$ cat src/rtl/mc8_pkg.sv
package mc8_pkg;

    localparam int DW   = 8;
    localparam int AW   = 4;
    localparam int NREG = 4;
    localparam int RSW  = 2;

    typedef enum logic [1:0] {
        CL_ALU   = 2'b00,
        CL_LOAD  = 2'b01,
        CL_STORE = 2'b10,
        CL_CTRL  = 2'b11
    } cls_e;

    typedef enum logic [1:0] {
        OP_ADD = 2'b00,
        OP_SUB = 2'b01,
        OP_MUL = 2'b10,
        OP_AND = 2'b11
    } aluop_e;

    typedef enum logic [1:0] {
        CT_JMP  = 2'b00,
        CT_JZ   = 2'b01,
        CT_JN   = 2'b10,
        CT_HALT = 2'b11
    } ctl_e;

    typedef enum logic [2:0] {
        ST_FETCH  = 3'd0,
        ST_DECODE = 3'd1,
        ST_EXEC   = 3'd2,
        ST_WB     = 3'd3,
        ST_HALT   = 3'd4
    } state_e;

    typedef struct packed {
        cls_e            cls;
        logic [RSW-1:0]  sel;
        logic [AW-1:0]   addr;
    } instr_t;

    typedef struct packed {
        logic z;
        logic n;
    } flags_t;

    typedef struct packed {
        logic            is_alu;
        logic            is_load;
        logic            is_store;
        logic            take_jump;
        logic            is_halt;
        aluop_e          op;
        logic [RSW-1:0]  sel;
        logic [AW-1:0]   addr;
    } ctrl_t;

    function automatic ctrl_t decode(instr_t ir, flags_t fl);
        ctrl_t c;
        c           = '0;
        c.sel       = ir.sel;
        c.addr      = ir.addr;
        c.op        = aluop_e'(ir.sel);
        c.is_alu    = (ir.cls == CL_ALU);
        c.is_load   = (ir.cls == CL_LOAD);
        c.is_store  = (ir.cls == CL_STORE);
        if (ir.cls == CL_CTRL) begin
            case (ctl_e'(ir.sel))
                CT_JMP:  c.take_jump = 1'b1;
                CT_JZ:   c.take_jump = fl.z;
                CT_JN:   c.take_jump = fl.n;
                default: c.is_halt   = 1'b1;
            endcase
        end
        return c;
    endfunction

endpackage

$ cat src/rtl/mc8_mem.sv
module mc8_mem #(
    parameter int DATA_W = 8,
    parameter int ADDR_W = 4
) (
    input  logic              clk,
    input  logic              we,
    input  logic [ADDR_W-1:0] waddr,
    input  logic [DATA_W-1:0] wdata,
    input  logic [ADDR_W-1:0] raddr,
    output logic [DATA_W-1:0] rdata
);
    localparam int DEPTH = 1 << ADDR_W;

    logic [DATA_W-1:0] cells [DEPTH];

    always_ff @(posedge clk) begin
        if (we) cells[waddr] <= wdata;
    end

    assign rdata = cells[raddr];
endmodule

$ cat src/rtl/mc8_regs.sv
module mc8_regs #(
    parameter int DATA_W = 8,
    parameter int NREG   = 4,
    localparam int SW    = $clog2(NREG)
) (
    input  logic                   clk,
    input  logic                   rst,
    input  logic                   we,
    input  logic [SW-1:0]          waddr,
    input  logic [DATA_W-1:0]      wdata,
    input  logic [SW-1:0]          raddr,
    output logic [DATA_W-1:0]      rdata,
    output logic [NREG*DATA_W-1:0] flat
);
    logic [DATA_W-1:0] q [NREG];

    for (genvar i = 0; i < NREG; i++) begin : g_reg
        always_ff @(posedge clk) begin
            if (rst)                               q[i] <= '0;
            else if (we && (waddr == SW'(i)))      q[i] <= wdata;
        end
        assign flat[i*DATA_W +: DATA_W] = q[i];
    end

    assign rdata = q[raddr];
endmodule

$ cat src/rtl/mc8_alu.sv
module mc8_alu #(
    parameter int DATA_W = 8
) (
    input  mc8_pkg::aluop_e    op,
    input  logic [DATA_W-1:0]  a,
    input  logic [DATA_W-1:0]  b,
    output logic [DATA_W-1:0]  y,
    output mc8_pkg::flags_t    fl
);
    import mc8_pkg::*;

    logic [2*DATA_W-1:0] prod;

    assign prod = a * b;

    always_comb begin
        case (op)
            OP_ADD:  y = a + b;
            OP_SUB:  y = a - b;
            OP_MUL:  y = prod[DATA_W-1:0];
            default: y = a & b;
        endcase
        fl.z = (y == '0);
        fl.n = y[DATA_W-1];
    end
endmodule

$ cat src/rtl/mc8_seq.sv
module mc8_seq
    import mc8_pkg::*;
(
    input  logic              clk,
    input  logic              rst,
    input  logic [DW-1:0]     mem_rdata,
    input  logic [DW-1:0]     reg_rdata,
    input  logic [DW-1:0]     alu_y,
    input  flags_t            alu_fl,
    output logic [AW-1:0]     mem_raddr,
    output logic              mem_we,
    output logic [AW-1:0]     mem_waddr,
    output logic [DW-1:0]     mem_wdata,
    output logic              reg_we,
    output logic [RSW-1:0]    reg_waddr,
    output logic [DW-1:0]     reg_wdata,
    output logic [RSW-1:0]    reg_raddr,
    output aluop_e            alu_op,
    output logic [AW-1:0]     pc,
    output flags_t            flags,
    output logic              halted
);
    localparam logic [AW-1:0] PC_INC = AW'(1);

    state_e          state_q;
    logic [AW-1:0]   pc_q;
    instr_t          ir_q;
    ctrl_t           dec_q;
    logic [DW-1:0]   tmp_q;
    flags_t          flags_q;

    always_ff @(posedge clk) begin
        if (rst) begin
            state_q <= ST_FETCH;
            pc_q    <= '0;
            ir_q    <= '0;
            dec_q   <= '0;
            tmp_q   <= '0;
            flags_q <= '0;
        end else begin
            case (state_q)
                ST_FETCH: begin
                    ir_q    <= instr_t'(mem_rdata);
                    pc_q    <= pc_q + PC_INC;
                    state_q <= ST_DECODE;
                end
                ST_DECODE: begin
                    dec_q   <= decode(ir_q, flags_q);
                    state_q <= ST_EXEC;
                end
                ST_EXEC: begin
                    if (dec_q.is_alu) begin
                        tmp_q   <= alu_y;
                        flags_q <= alu_fl;
                        state_q <= ST_WB;
                    end else if (dec_q.is_halt) begin
                        state_q <= ST_HALT;
                    end else begin
                        if (dec_q.take_jump) pc_q <= dec_q.addr;
                        state_q <= ST_FETCH;
                    end
                end
                ST_WB:   state_q <= ST_FETCH;
                default: state_q <= ST_HALT;
            endcase
        end
    end

    always_comb begin
        mem_raddr = (state_q == ST_FETCH) ? pc_q : dec_q.addr;
        mem_we    = (state_q == ST_EXEC) && dec_q.is_store;
        mem_waddr = dec_q.addr;
        mem_wdata = reg_rdata;
        reg_raddr = dec_q.sel;
        reg_we    = (state_q == ST_WB) || ((state_q == ST_EXEC) && dec_q.is_load);
        reg_waddr = (state_q == ST_WB) ? '0 : dec_q.sel;
        reg_wdata = (state_q == ST_WB) ? tmp_q : mem_rdata;
        alu_op    = dec_q.op;
    end

    assign pc     = pc_q;
    assign flags  = flags_q;
    assign halted = (state_q == ST_HALT);


    pc_step_chk: assert property (@(posedge clk) disable iff (rst)
        (state_q == ST_FETCH) |=> (pc_q == $past(pc_q) + PC_INC));


    jump_tgt_chk: assert property (@(posedge clk) disable iff (rst)
        (state_q == ST_EXEC && dec_q.take_jump) |=> (pc_q == $past(dec_q.addr)));


    flag_hold_chk: assert property (@(posedge clk) disable iff (rst)
        (state_q != ST_EXEC || !dec_q.is_alu) |=> $stable(flags_q));


    halt_stick_chk: assert property (@(posedge clk) disable iff (rst)
        halted |=> (halted && $stable(pc_q)));


    wb_follows_chk: assert property (@(posedge clk) disable iff (rst)
        (state_q == ST_EXEC && dec_q.is_alu) |=> (state_q == ST_WB && reg_wdata == tmp_q));
endmodule

$ cat src/rtl/mc8_core.sv
module mc8_core
    import mc8_pkg::*;
(
    input  logic                 clk,
    input  logic                 rst,
    input  logic                 pl_we,
    input  logic [AW-1:0]        pl_addr,
    input  logic [DW-1:0]        pl_data,
    output logic                 halted,
    output logic [AW-1:0]        pc_dbg,
    output logic [NREG*DW-1:0]   regs_dbg,
    output logic                 flag_zero,
    output logic                 flag_neg
);
    logic [DW-1:0]  mem_rdata, reg_rdata, alu_y, core_wdata, reg_wdata, m_wdata;
    logic [AW-1:0]  mem_raddr, core_waddr, m_waddr;
    logic           core_we, m_we, reg_we;
    logic [RSW-1:0] reg_waddr, reg_raddr;
    flags_t         alu_fl, flags;
    aluop_e         alu_op;

    assign m_we    = rst ? pl_we   : core_we;
    assign m_waddr = rst ? pl_addr : core_waddr;
    assign m_wdata = rst ? pl_data : core_wdata;

    mc8_mem #(.DATA_W(DW), .ADDR_W(AW)) u_mem (
        .clk(clk), .we(m_we), .waddr(m_waddr), .wdata(m_wdata),
        .raddr(mem_raddr), .rdata(mem_rdata)
    );

    mc8_regs #(.DATA_W(DW), .NREG(NREG)) u_regs (
        .clk(clk), .rst(rst), .we(reg_we), .waddr(reg_waddr), .wdata(reg_wdata),
        .raddr(reg_raddr), .rdata(reg_rdata), .flat(regs_dbg)
    );

    mc8_alu #(.DATA_W(DW)) u_alu (
        .op(alu_op), .a(regs_dbg[0 +: DW]), .b(regs_dbg[DW +: DW]),
        .y(alu_y), .fl(alu_fl)
    );

    mc8_seq u_seq (
        .clk(clk), .rst(rst), .mem_rdata(mem_rdata), .reg_rdata(reg_rdata),
        .alu_y(alu_y), .alu_fl(alu_fl), .mem_raddr(mem_raddr), .mem_we(core_we),
        .mem_waddr(core_waddr), .mem_wdata(core_wdata), .reg_we(reg_we),
        .reg_waddr(reg_waddr), .reg_wdata(reg_wdata), .reg_raddr(reg_raddr),
        .alu_op(alu_op), .pc(pc_dbg), .flags(flags), .halted(halted)
    );

    assign flag_zero = flags.z;
    assign flag_neg  = flags.n;


    reset_clear_chk: assert property (@(posedge clk)
        rst |=> (pc_dbg == '0 && regs_dbg == '0 && !halted));
endmodule

$ cat config.mk
export PLATFORM = sky130hd
export DESIGN_NAME = mc8_core
export DESIGN_NICKNAME = d
export VERILOG_FILES = /design/src/rtl/mc8_pkg.sv /design/src/rtl/mc8_mem.sv /design/src/rtl/mc8_regs.sv /design/src/rtl/mc8_alu.sv /design/src/rtl/mc8_seq.sv /design/src/rtl/mc8_core.sv
export SDC_FILE = /design/constraint.sdc
export NUM_CORES = 1
export LEC_CHECK = 0
export BUFFER_PORTS_ARGS = -buffer_cell sky130_fd_sc_hd__buf_4
export CAP_MARGIN = 20
export CORE_MARGIN = 2
export CORE_UTILIZATION = 50
export CTS_CLUSTER_DIAMETER = 60
export DETAILED_ROUTE_END_ITERATION = 10
export PLACE_DENSITY = 0.72
export SLEW_MARGIN = 15
export SYNTH_ARGS = -nofsm -noshare
export SYNTH_HDL_FRONTEND = slang
export SYNTH_SLANG_ARGS = --single-unit
$ cat constraint.sdc
create_clock -name clk -period 4.8 [get_ports clk]
set_clock_uncertainty 0.05 [all_clocks]
set_input_delay 0.72 -clock clk [delete_from_list [all_inputs] [get_ports clk]]
set_output_delay 0.72 -clock clk [all_outputs]
set_load 0.005 [all_outputs]
==> impl_metrics.tcl <==
set metrics [dict create \
    cts_setup_buffers 0 \
    max_freq_ghz 0.221 \
    period_share_pct 94.4 \
    numCtsBuffers 17 \
    yosysWarnings 0 \
    synth-seq-cells 197 \
    place_inst 1210 \
    slew_headroom_pct 29.6 \
    arrival_ns 4.83 \
    postCtsResizedCells 0 \
    rows 52 \
    ys_seq_area_share_pct 54.6 \
    fp.dieW_um 146 \
    synth_edf_count 160 \
    power_mw 4.03 \
    power_density_nw_per_um2 357 \
    coreArea_um2 20100 \
    cts_tree "built" \
    finalSetupViolCount 0 \
    htree_levels 4 \
    gr-total-overflow 0 \
    crit_path_max_fanout 7 \
    syn_inst 939 \
    io_buffers 53 \
    ir_drop_uv 332 \
    fin_nets 1013 \
    post-route-min-period_ns 4.53 \
    synth_top_cell_by_area "edfxtp_1" \
    cp.required_ns 5.10 \
    async_flop_share_pct 0 \
    cellLeakagePower_nw 4.08 \
    drv_slew 0 \
    grt_setup_unrepaired "false" \
    post-route-drc-count 0 \
    syn-num-nets 993 \
    reg2reg_depth 14 \
    status "completed" \
    yosys_most_used_dff "edfxtp_1" \
    min_from "u_seq.ir_q[0]" \
    clkLatencyLatePin_ns 0.44 \
    place_area_um2 10700 \
    cpPeakStageDelay_ns 0.53 \
    start_util_pct 50.5 \
    worstSetupEndpointType "flip-flop" \
    first_pass_iters 5 \
    drive_above_1_share_pct 14.5 \
    netlist_area_um2 10100 \
    pre_cts_ws_ns 0.274 \
    track_usage_pct 24.2 \
    cts_root_buf "clkbuf_16" \
    antenna_found_initial 0 \
    tightest_slew_ns 1.05 \
    r2r_start "u_regs.q[1][3]" \
    cp-startpoint "u_regs.q[1][3]" \
    cts_hold_buffers 0 \
    route.vias.total 7467 \
    numClockSinks 197 \
    synth_area_leaders "edfxtp_1 47%, dfxtp_1 7.3%, nand3_1 6.3%" \
    min_delay_path_depth 2 \
    critical-path-slowest-cell "fa_1" \
    crit_chain "nand2_1 > fa_1 > fa_1 > inv_1 > fa_1 > inv_1 > fa_1 > xor2_1 > xnor3_1 > xnor3_1 > xnor3_1 > o21ai_0 > a211o_1 > o41ai_2" \
    fin_ws_ns 0.269 \
    die_h_um 146 \
    ys_types 63 \
    synth_common_cells "160 x edfxtp_1, 127 x nand3_1, 97 x nor2_1, 75 x o21ai_0, 56 x nand2_1" \
    start_kind "flip-flop" \
    area_growth_pct 11.1 \
    place_hpwl_um 17100 \
    grt_pass1_wl_um 39900 \
    final_cell_count_no_fill 1242 \
    setup-tns-final_ns 0 \
    die_area_um2 21500 \
    drv_cap 0 \
    finalHoldViolCount 0 \
    grt_pass1_vias 7121 \
    syn_avg_cell_area_um2 10.8 \
    design_area_um2 11300 \
    clkTransAtPathRegs_ns 0.07 \
    crit_type "flip-flop to flip-flop" \
    synth_most_common_cell "edfxtp_1" \
    post_drt_wl_per_cell_um 20.7 \
    synth_top_area_share_pct 47.3 \
    drt_iter0_markers 764 \
    grt_max_degree 70 \
    path_common_cell "fa_1" \
    place_congestion 0.883 \
    nFillCells 1702 \
    wirelength_um 25700 \
    vias_per_cell 6.01 \
    clk_path_buf_depth 2 \
    drt.antenna.violating_nets 0 \
    hold_path.class "flip-flop to flip-flop" \
    ios 54 \
    antenna_cells 0 \
]
## per-layer routing
layer  vias to the layer above  GRT usage [%]  share of wire [%]
li1                       3455              -                  -
met1                      3652           33.5                 42
met2                       304           39.0                 48
met3                        56           3.44                6.5
met4                         0           9.03                2.9
met5                         -              0                  0
## stage by stage
step,utilization [%],hold WS (ns)
3_3_place_gp,53.3,0.390
2_1_floorplan,-,0.382
6_report,56.1,0.401
5_1_grt,56.1,0.433
4_1_cts,56.1,0.402
3_5_place_dp,53.3,0.396
## sequential cells by signal (all words and copies together) (netlist names), named ones only
signal           cells
u_seq.alu_op         2
u_seq.state_q        3
u_seq.flags          2
u_seq.mem_waddr      4
u_seq.dec_q          5
u_seq.pc             4
u_seq.ir_q           8
u_regs.q            32
u_seq.tmp_q          7
u_mem.cells        128
## kinds of logic after synthesis
| logic type | after synthesis | synth area share (%) |
|---|---|---|
| flip-flops | 197 | 54.6 |
| multiplexers | 33 | 4.36 |
| buffers and inverters | 107 | 4.36 |
| AO/OA/AOI/OAI | 161 | 10.2 |
| adder cells (fa/ha/maj) | 39 | 5.77 |
| AND/OR/NAND/NOR | 379 | 18.2 |
| XOR/XNOR | 23 | 2.39 |
## cell usage in the layout (no fill, tap or decap), types with 3 or more instances in the layout
cell | Yosys | final
a211oi_1 | 3 | 3
a21o_1 | 3 | 3
a21oi_1 | 28 | 28
a21oi_2 | 8 | 8
a31oi_1 | 8 | 8
and2_1 | 15 | 15
buf_4 | 3 | 68
clkbuf_16 | 0 | 17
clkinvlp_4 | 0 | 3
dfxtp_1 | 37 | 37
edfxtp_1 | 160 | 160
fa_1 | 13 | 13
ha_1 | 26 | 26
inv_1 | 40 | 40
inv_6 | 0 | 5
inv_8 | 0 | 4
mux2_2 | 10 | 10
mux2i_1 | 15 | 15
mux4_2 | 8 | 8
nand2_1 | 56 | 56
nand2b_1 | 3 | 3
nand3_1 | 127 | 127
nand3b_1 | 4 | 4
nand4_1 | 19 | 19
nor2_1 | 97 | 97
nor2b_1 | 11 | 11
nor3_1 | 22 | 22
nor3b_1 | 6 | 6
o21a_1 | 4 | 4
o21ai_0 | 75 | 75
o22ai_1 | 10 | 10
o31a_1 | 5 | 5
xnor2_1 | 17 | 17
xnor3_1 | 3 | 3
xor2_1 | 3 | 3
## where the power goes
part | switching (mW) | total (mW) | internal (mW)
combinational | 0.441 | 0.690 | 0.249
clock | 0.677 | 1.36 | 0.686
sequential | 0.0653 | 1.97 | 1.91
total | 1.18 | 4.03 | 2.85
## critical path, delay by kind of cell (launching register included)
family                     cells  cell delay [ns]
adders and majority gates      4             1.83
DFF                            1             0.49
AOI/OAI and AO/OA              3             0.75
and+or+nand+nor                1             0.12
xor gates and xnor gates       4             1.09
buffers and inverters          2             0.11
## worst paths after layout
check | to | slack (ns)
worst min-delay path | u_seq.mem_waddr[0] | 0.40
worst max register to register | u_seq.flags[1] | 0.27
worst min register to register | u_seq.mem_waddr[0] | 0.40
worst max-delay path | u_seq.flags[1] | 0.27
## final cells by class
| type | count | area (um2) | area share (%) |
|---|---|---|---|
| multi-input cells | 635 | 4170 | 37.0 |
| clock inverters | 15 | 136 | 1.21 |
| well taps | 270 | 338 | 3.00 |
| inverters | 40 | 150 | 1.33 |
| flip-flops and latches | 197 | 5550 | 49.2 |
| clock buffers | 17 | 425 | 3.77 |
| repair buffers | 68 | 510 | 4.53 |
(Power assumes the default switching activity.)
